$ cat src/rtl/sdf_pkg.sv
package sdf_pkg;
  typedef enum logic [1:0] {
    DIR_OFF = 2'd0,
    DIR_TX  = 2'd1,
    DIR_RX  = 2'd2
  } dir_e;
endpackage

$ cat src/rtl/sdf_dir_sync.sv
// Brings the two direction levels into the bus clock domain and registers the
// decoded direction; dir_chg marks the edge at which that register moves.
module sdf_dir_sync
  import sdf_pkg::*;
#(
  parameter int STAGES = 2
) (
  input  logic clk,
  input  logic rst_n,
  input  logic tx_async,
  input  logic rx_async,
  output dir_e dir,
  output logic dir_chg
);
  localparam int NBITS = 2;

  logic [NBITS-1:0] raw;
  logic [NBITS-1:0] synced;
  dir_e             dir_next;

  assign raw = {rx_async, tx_async};

  for (genvar b = 0; b < NBITS; b++) begin : g_bit
    logic [STAGES-1:0] chain;
    always_ff @(posedge clk or negedge rst_n) begin
      if (!rst_n) chain <= '0;
      else        chain <= {chain[STAGES-2:0], raw[b]};
    end
    assign synced[b] = chain[STAGES-1];
  end

  always_comb begin
    if (synced[0])      dir_next = DIR_TX;
    else if (synced[1]) dir_next = DIR_RX;
    else                dir_next = DIR_OFF;
  end

  assign dir_chg = (dir_next != dir);

  always_ff @(posedge clk or negedge rst_n) begin
    if (!rst_n) dir <= DIR_OFF;
    else        dir <= dir_next;
  end

  // the registered direction only ever holds a legal code
  assert_dir_legal_R3: assert property (@(posedge clk) disable iff (!rst_n)
    dir != 2'd3);
endmodule

$ cat src/rtl/sdf_store.sv
module sdf_store #(
  parameter int DATA_W = 32,
  parameter int DEPTH  = 16
) (
  input  logic              clk,
  input  logic              rst_n,
  input  logic              flush,
  input  logic              push,
  input  logic              pop,
  input  logic [DATA_W-1:0] wdata,
  output logic [DATA_W-1:0] rdata,
  output logic [$clog2(DEPTH+1)-1:0] count,
  output logic              full,
  output logic              empty
);
  localparam int PTR_W = (DEPTH > 1) ? $clog2(DEPTH) : 1;
  localparam int CNT_W = $clog2(DEPTH+1);
  localparam logic [PTR_W-1:0] LAST = PTR_W'(DEPTH - 1);
  localparam logic [CNT_W-1:0] FULL_N = CNT_W'(DEPTH);

  logic [DATA_W-1:0] mem [DEPTH];
  logic [PTR_W-1:0]  wr_ptr, rd_ptr;

  function automatic logic [PTR_W-1:0] bump(input logic [PTR_W-1:0] p);
    return (p == LAST) ? '0 : p + 1'b1;
  endfunction

  always_ff @(posedge clk) begin
    if (push && !flush) mem[wr_ptr] <= wdata;
  end

  always_ff @(posedge clk or negedge rst_n) begin
    if (!rst_n) begin
      wr_ptr <= '0;
      rd_ptr <= '0;
      count  <= '0;
    end else if (flush) begin
      wr_ptr <= '0;
      rd_ptr <= '0;
      count  <= '0;
    end else begin
      if (push) wr_ptr <= bump(wr_ptr);
      if (pop)  rd_ptr <= bump(rd_ptr);
      if (push && !pop)      count <= count + 1'b1;
      else if (pop && !push) count <= count - 1'b1;
    end
  end

  assign rdata = mem[rd_ptr];
  assign full  = (count == FULL_N);
  assign empty = (count == '0);

  // the control never pushes into a full store or pops an empty one
  assert_no_overflow_R10: assert property (@(posedge clk) disable iff (!rst_n)
    !(full && push) && !(empty && pop));
  // a flush leaves the store empty
  assert_flush_empties_R4: assert property (@(posedge clk) disable iff (!rst_n)
    flush |=> (count == '0));
  // simultaneous push and pop keep the occupancy
  assert_push_pop_level_R11: assert property (@(posedge clk) disable iff (!rst_n)
    (push && pop && !flush) |=> $stable(count));
endmodule

$ cat src/rtl/sdf_flags.sv
module sdf_flags
  import sdf_pkg::*;
#(
  parameter int DEPTH = 16
) (
  input  logic clk,
  input  logic rst_n,
  input  dir_e dir,
  input  logic [$clog2(DEPTH+1)-1:0] count,
  input  logic full,
  input  logic empty,
  input  logic card_out_ready,
  input  logic card_in_valid,
  input  logic err_clear,
  output logic tx_full,
  output logic tx_empty,
  output logic tx_half_empty,
  output logic tx_avail,
  output logic tx_underrun,
  output logic rx_full,
  output logic rx_empty,
  output logic rx_half_full,
  output logic rx_avail,
  output logic rx_overrun
);
  localparam int CNT_W = $clog2(DEPTH+1);
  localparam logic [CNT_W-1:0] HALF = CNT_W'(DEPTH / 2);

  logic is_tx, is_rx;
  logic under_q, over_q;

  assign is_tx = (dir == DIR_TX);
  assign is_rx = (dir == DIR_RX);

  always_ff @(posedge clk or negedge rst_n) begin
    if (!rst_n) begin
      under_q <= 1'b0;
      over_q  <= 1'b0;
    end else if (err_clear) begin
      under_q <= 1'b0;
      over_q  <= 1'b0;
    end else begin
      if (is_tx && card_out_ready && empty) under_q <= 1'b1;
      if (is_rx && card_in_valid && full)   over_q  <= 1'b1;
    end
  end

  assign tx_full       = is_tx && full;
  assign tx_empty      = is_tx && empty;
  assign tx_half_empty = is_tx && (count <= HALF);
  assign tx_avail      = is_tx && !empty;
  assign tx_underrun   = is_tx && under_q;
  assign rx_full       = is_rx && full;
  assign rx_empty      = is_rx && empty;
  assign rx_half_full  = is_rx && (count >= HALF);
  assign rx_avail      = is_rx && !empty;
  assign rx_overrun    = is_rx && over_q;

  // underrun holds until a clear
  assert_underrun_sticky_R8: assert property (@(posedge clk) disable iff (!rst_n)
    (under_q && !err_clear) |=> under_q);
  // overrun holds until a clear
  assert_overrun_sticky_R9: assert property (@(posedge clk) disable iff (!rst_n)
    (over_q && !err_clear) |=> over_q);
  // never flags from both directions at once
  assert_one_side_R7: assert property (@(posedge clk) disable iff (!rst_n)
    $onehot0({|{tx_full, tx_empty, tx_avail, tx_underrun},
              |{rx_full, rx_empty, rx_avail, rx_overrun}}));
endmodule

$ cat src/rtl/shared_data_fifo.sv
module shared_data_fifo
  import sdf_pkg::*;
#(
  parameter int DATA_W      = 32,
  parameter int DEPTH       = 16,
  parameter int SYNC_STAGES = 2
) (
  input  logic              clk,
  input  logic              rst_n,
  input  logic              tx_mode_async,
  input  logic              rx_mode_async,
  input  logic              err_clear,
  input  logic              bus_wr_valid,
  output logic              bus_wr_ready,
  input  logic [DATA_W-1:0] bus_wr_data,
  output logic              bus_rd_valid,
  input  logic              bus_rd_ready,
  output logic [DATA_W-1:0] bus_rd_data,
  output logic              card_out_valid,
  input  logic              card_out_ready,
  output logic [DATA_W-1:0] card_out_data,
  input  logic              card_in_valid,
  output logic              card_in_ready,
  input  logic [DATA_W-1:0] card_in_data,
  output logic              tx_full,
  output logic              tx_empty,
  output logic              tx_half_empty,
  output logic              tx_avail,
  output logic              tx_underrun,
  output logic              rx_full,
  output logic              rx_empty,
  output logic              rx_half_full,
  output logic              rx_avail,
  output logic              rx_overrun
);
  localparam int CNT_W = $clog2(DEPTH+1);

  dir_e              dir;
  logic              dir_chg;
  logic              is_tx, is_rx;
  logic              push, pop;
  logic [DATA_W-1:0] wdata, head;
  logic [CNT_W-1:0]  count;
  logic              full, empty;

  sdf_dir_sync #(.STAGES(SYNC_STAGES)) u_sync (
    .clk(clk), .rst_n(rst_n),
    .tx_async(tx_mode_async), .rx_async(rx_mode_async),
    .dir(dir), .dir_chg(dir_chg)
  );

  assign is_tx = (dir == DIR_TX) && !dir_chg;
  assign is_rx = (dir == DIR_RX) && !dir_chg;

  assign bus_wr_ready   = is_tx && !full;
  assign card_in_ready  = is_rx && !full;
  assign card_out_valid = is_tx && !empty;
  assign bus_rd_valid   = is_rx && !empty;

  assign push  = (bus_wr_valid && bus_wr_ready) || (card_in_valid && card_in_ready);
  assign pop   = (card_out_valid && card_out_ready) || (bus_rd_valid && bus_rd_ready);
  assign wdata = is_tx ? bus_wr_data : card_in_data;

  sdf_store #(.DATA_W(DATA_W), .DEPTH(DEPTH)) u_store (
    .clk(clk), .rst_n(rst_n), .flush(dir_chg),
    .push(push), .pop(pop), .wdata(wdata),
    .rdata(head), .count(count), .full(full), .empty(empty)
  );

  assign card_out_data = head;
  assign bus_rd_data   = head;

  sdf_flags #(.DEPTH(DEPTH)) u_flags (
    .clk(clk), .rst_n(rst_n), .dir(dir), .count(count),
    .full(full), .empty(empty),
    .card_out_ready(card_out_ready), .card_in_valid(card_in_valid),
    .err_clear(err_clear),
    .tx_full(tx_full), .tx_empty(tx_empty), .tx_half_empty(tx_half_empty),
    .tx_avail(tx_avail), .tx_underrun(tx_underrun),
    .rx_full(rx_full), .rx_empty(rx_empty), .rx_half_full(rx_half_full),
    .rx_avail(rx_avail), .rx_overrun(rx_overrun)
  );

  // the bus ports and card ports of opposite directions are never live together
  assert_one_direction_R3: assert property (@(posedge clk) disable iff (!rst_n)
    !((bus_wr_ready || card_out_valid) && (card_in_ready || bus_rd_valid)));
  // a direction switch holds all handshakes low
  assert_switch_quiet_R4: assert property (@(posedge clk) disable iff (!rst_n)
    dir_chg |-> !(bus_wr_ready || card_in_ready || card_out_valid || bus_rd_valid));
endmodule

$ cat config.mk
export PLATFORM = sky130hd
export DESIGN_NAME = shared_data_fifo
export DESIGN_NICKNAME = d
export VERILOG_FILES = /design/src/rtl/sdf_pkg.sv /design/src/rtl/sdf_dir_sync.sv /design/src/rtl/sdf_store.sv /design/src/rtl/sdf_flags.sv /design/src/rtl/shared_data_fifo.sv
export SDC_FILE = /design/constraint.sdc
export NUM_CORES = 1
export LEC_CHECK = 0
export BUFFER_PORTS_ARGS = -buffer_cell sky130_fd_sc_hd__buf_4
export CAP_MARGIN = 0
export CORE_MARGIN = 2
export CORE_UTILIZATION = 35
export DETAILED_ROUTE_END_ITERATION = 12
export GPL_ROUTABILITY_DRIVEN = 0
export HOLD_SLACK_MARGIN = 0.08
export SLEW_MARGIN = 10
export SYNTH_ARGS = -nofsm -noshare
export SYNTH_HDL_FRONTEND = slang
export SYNTH_SLANG_ARGS = --single-unit
export TNS_END_PERCENT = 50
$ cat constraint.sdc
create_clock -name clk -period 8.5 [get_ports clk]
set_input_delay 0.425 -clock clk [delete_from_list [all_inputs] [get_ports clk]]
set_output_delay 0.425 -clock clk [all_outputs]
set_load 0.1 [all_outputs]
======== After elaboration in Yosys (flattened, before gate mapping) ========
Memories as Yosys holds them, arrays and structs flattened.
Index checks and enable logic that the tools add are counted.
word-level totals
  register bits after elaboration ......... 21
  RAM bits ................................ 512
  input bits .............................. 73
  logic and storage cells ................. 79
  memories kept ........................... 1
cells by class
  add/subtract/negate cells ............... 4
  magnitude comparators ................... 2
  equal/unequal tests ..................... 6
  multiplexer cells ....................... 18
  reductions and logical operators ........ 40
memories
  name         depth  bits a word  read ports  clocked after Yosys merged registers in  write ports  line             text
  u_store.mem  16     32           1           0                                        1            sdf_store.sv:21  logic [DATA_W-1:0] mem [DEPTH];
operators with widths
  operator             count
  $mux 32              1
  $logic_and 1x1->1    27
  $mux 4               6
  $mux 5               3
  $add 4x1->4 const B  2
  $eq 4x4->1 const B   2
  $reduce_bool 2->1    4
  $mux 1               6
  $add 5x1->5 const B  1
  $eq 5x5->1 const B   1
  $ge 5x4->1 const B   1
  $le 5x4->1 const B   1
  $logic_not 1->1      5
  $logic_not 5->1      1
  $sub 5x1->5 const B  1
  $mux 2               2
  $reduce_bool 3->1    1
  $eq 2x1->1 const B   1
  $eq 2x2->1 const B   1
  $logic_or 1x1->1     2
  $ne 2x2->1           1

======== Logic depth before layout (Yosys ltp) ========
  depth after elaboration ................. 13
  gate-level depth with buffers ........... 12
  gate-level depth less buffers ........... 10

======== Modules after synthesis ========
From an unflattened synthesis, not the netlist that was laid out.
second synthesis, totals
  cells, all modules ...................... 1013
  area total of the unflattened synthesis .. 21179.1 um^2
by module, submodules not included
  module            instances  cells each  area an instance (um^2)  sequential area each (um^2)
  sdf_store         1          899         20069.2                  15700.1
  shared_data_fifo  1          81          739.5                    0.0
  sdf_dir_sync      1          11          191.4                    150.1
  sdf_flags         1          22          178.9                    50.0

======== Least setup slack after synthesis ========
No wires, ideal clock.
  path kind ............................... register to register
  start ................................... register u_sync.dir[1]
  end ..................................... memory u_store.mem[0][0], enable pin
  library setup time ...................... 461 ps
  arrival time ............................ 3494 ps
  required time ........................... 8039 ps
  slack ................................... 4545 ps
  cell stages (with the launch flop) ...... 8
  path through ............................ dfrtp_1 -> and3b_1 -> buf_6 -> a22o_4 -> and2_1 -> buf_6 -> nand2_1 -> nor3_1
between the ends
  cells in the longest elaborated chain, start to end .. 9
  elaborated cells between the ends (all ways) .. 14
  classes of those cells .................. eq/ne: 3; mux: 2; reduce/logical: 9
RTL lines
  element                               line                                                             text
  from (decl)                           sdf_dir_sync.sv:12                                               output dir_e dir,
  from (signal assigned)                sdf_dir_sync.sv:42                                               else dir <= dir_next;
  $ne 2x2->1                            sdf_dir_sync.sv:38                                               assign dir_chg = (dir_next != dir);
  $logic_not 1->1                       sdf_store.sv:29, shared_data_fifo.sv:52, shared_data_fifo.sv:53
  $logic_and 1x1->1 (on tied branches)  shared_data_fifo.sv:52, shared_data_fifo.sv:53
  $logic_and 1x1->1 (on tied branches)  shared_data_fifo.sv:55, shared_data_fifo.sv:56
  $logic_and 1x1->1                     shared_data_fifo.sv:60                                           assign push = (bus_wr_valid && bus_wr_ready) || (card_in_valid && card_in_ready);
  $logic_or 1x1->1                      shared_data_fifo.sv:60
  $logic_and 1x1->1 *                   sdf_store.sv:29                                                  if (push && !flush) mem[wr_ptr] <= wdata;
  $mux 1 *                              sdf_store.sv:29
  $mux 1 (not written as such) *        sdf_store.sv:29
  to (decl)                             sdf_store.sv:21
Mark *: on every way between the ends. The rest lies on a longest branch, timed or not.

======== Worst setup path in the final report ========
  start ................................... register u_store.rd_ptr[0]
  end ..................................... output port card_out_data[27]
between the ends
  cells in the longest elaborated chain, start to end .. 1
RTL lines
  element                 line                    text
  from (decl)             sdf_store.sv:22         logic [PTR_W-1:0] wr_ptr, rd_ptr;
  from (signal assigned)  sdf_store.sv:43         if (pop) rd_ptr <= bump(rd_ptr);
  $mem_v2 16x32           --
  to (decl)               shared_data_fifo.sv:21  output logic [DATA_W-1:0] card_out_data,
No other way between the ends.

==> out/metrics.cfg <==
[finish]
syn2layout_area_growth_pct = 16.9
final_nets = 1232
instances_no_fill = 1976
antenna_cells = 0
postLayoutCellArea_um2 = 24800
nFillCells = 5290
drive_above_1_share_pct = 36.4

[setup_path]
path_cells = buf_12 > mux4_2 > mux4_2 > buf_4
required_ns = 8.08
critPathCaptureType = output port
cpMaxStageDelayCell = dfrtp_4
cp.buffers_inverters = 2
reg2regPathDepth = 10
ff2ff_setup_slack_ns = 4.54
critPathLaunchType = flop
crit_fanout = 107
arrival_ns = 3.63
crit_family = multiplexers
path_class = flop to output port
cpMostUsedCell = mux4_2
cp_num_cells = 4
critPathMaxStageDelay_ns = 0.76

[synthesis]
synth-seq-cells = 533
synthCells = 997
yosysSeqAreaShare_pct = 75.0
synth_edf_count = 512
synth-simple-area-share_pct = 3.58
synth_top_area_share_pct = 72.5
synth.net_count = 1079
ys_warn_count = 0
synth_commonest_cells = 512 x edfxtp_1, 160 x mux4_2, 115 x nand2_1
synth.cell_area_um2 = 21200
synthMuxAreaShare_pct = 17.2
synth.most_common_cell = edfxtp_1
synth_compound_area_share_pct = 0.838
synth_top_family_by_area = multiplexers
ys_types = 46
synthAdderAreaFrac_pct = 0.567
async_reset_ff_share_pct = 3.94
yosysTopAreaCell = edfxtp_1
synth_area_leaders = edfxtp_1 73%, mux4_2 17%, dfrtp_1 2.5%
syn_area_per_cell_um2 = 21.3
ys.flop_type = edfxtp_1
synth_xor_area_share_pct = 0.336

[timing]
worstMarginPinSlew_ns = 1.18
rsz0062_at_grt = no
slew_viol_final = 0
layout_min_cycle_time_ns = 4.05
post-route-period-util_pct = 47.7
setup-violations-final = 0
hold_slack_ns = 0.107
clock.fmax_ghz = 0.247
fin_tns_setup_ns = 0
fin_skew_ns = 0.0149
final_hold_viol_count = 0
max-slew-margin-rel_pct = 21.1

[global_route]
met3_usage_pct = 2.23
grt_antenna_before_repair = 1
use_met2_pct = 22.9
grt_use_met1_pct = 19.3
grt-ovfl-total = 0
grt_max_degree = 108
grt_pass1_vias = 10400
grt_busiest_layer = met2
gr-usage-all-layers_pct = 14.0
grt_pass1_wl_um = 65300

[clocking]
clkTransAtPathRegs_ns = 0.06
cts_buffers = 53
clk_path_buf_depth = 3
htree_levels = 2
cts_tree = yes
clock_latency_ns = 0.59
holdBufCountCts = 5
cts_setup_buffers = 0
clock-sinks = 533
cts_resized = 0
cts_root_buf = clkbuf_16

[drt]
routed_via_density = 5.00
drc_errors = 0
antenna_left = 0
wl_per_cell_um = 22.1
via_count = 9886
wl_um = 43600
drt_iter0_drc = 801
firstDrtPassIters = 6

[worst_hold_path]
min_path_cells = 3
min_path_type = primary input to flop

[place]
io_buffers = 150
post_dp_cell_area_um2 = 23100
dp_hpwl_um = 25100
dpl.cell_count = 1871

[floorplanning]
die_w_um = 250
fp.dieArea_um2 = 62600
rows = 90
die_h_um = 250
ios = 151
core_um2 = 60100
start_util_pct = 35.3

[status]
status = completed

[power]
leakage_nw = 7.99
power_w = 0.00557
power.density_nw_per_um2 = 225
peakVddDrop_mv = 0.140

[job]
max_cap_viol_count = 0

-- sequential cells by signal (all words and copies together) (netlist names) --
register            cells
u_sync.dir              2
u_flags.over_q          1
u_sync.g_bit.chain      4
u_store.rd_ptr          4
u_store.count           5
u_store.wr_ptr          4
u_store.mem           512
u_flags.under_q         1
-- power breakdown --
part / switching, W / internal [W]
Clock: 0.000967 / 0.00121
Sequential: 0.0000153 / 0.00292
Combinational: 0.000330 / 0.000130
-- worst register-to-register path, stage by stage (launching register included) --
cell       delay [ns]
dfrtp_1          0.44
and3b_2          0.92
a22o_4           0.31
and2_1           0.42
nand2_1          0.22
fa_1             0.44
a21o_1           0.17
a21o_1           0.20
a2111oi_2        0.39
o21ai_0          0.14
nor3b_2          0.16
-- metrics by stage --
step,setup WS [ns],utilization (%)
after floorplan,4.55,-
after global placement,4.54,38.4
after detailed placement,4.46,38.4
after CTS,4.29,41.2
after global routing,4.18,41.2
final,4.45,41.2
-- cell usage in the layout, fill, tap and decap left out, types with 4 or more instances in the layout --
cell / count
nor3_1: 4
mux2i_1: 4
a21o_1: 4
clkbuf_1: 12
ha_1: 8
a21oi_1: 6
nor2_1: 19
nand2_1: 115
xor2_1: 4
nand2b_1: 4
clkbuf_16: 53
clkinv_1: 14
nor2_4: 12
dlygate4sd3_1: 5
inv_1: 4
mux4_2: 160
dfrtp_1: 17
nand3_1: 5
edfxtp_1: 512
clkinv_2: 12
buf_4: 171
nor3_2: 5
-- cell type report --
class | count | area, µm² | share of cell area [%]
Multi-Input combinational cell | 380 | 4880 | 19.7
Sequential cell | 533 | 15900 | 64.2
Timing Repair Buffer | 178 | 1380 | 5.57
Clock inverter | 34 | 239 | 0.965
Tap cell | 782 | 978 | 3.95
Inverter | 4 | 15.0 | 0.0606
Clock buffer | 65 | 1370 | 5.53
-- per-layer routing --
metal,routed length (µm),up-vias,part of all wire [%]
met5,0,-,0
met1,19300,5209,44
met3,1960,79,4.5
met2,21400,239,49
met4,1010,0,2.3
li1,-,4359,-
-- cell families after synthesis --
kind of cell / after synthesis
flip-flops: 533
XOR/XNOR: 6
adder cells (fa/ha/maj): 9
AND/OR/NAND/NOR: 178
buffers and inverters: 84
multiplexers: 164
AO/OA/AOI/OAI: 23
-- final timing paths --
check / end / from
max in group asynchronous: u_store.rd_ptr[0] / rst_n
worst min-delay path: u_flags.under_q / card_out_ready
min in group asynchronous: u_store.count[3] / rst_n
worst max register to register: u_store.count[4] / u_sync.dir[1]
worst min register to register: u_sync.g_bit[1].chain[1] / u_sync.g_bit[1].chain[0]
worst max-delay path: card_out_data[27] / u_store.rd_ptr[0]
(Power assumes the default switching activity.)
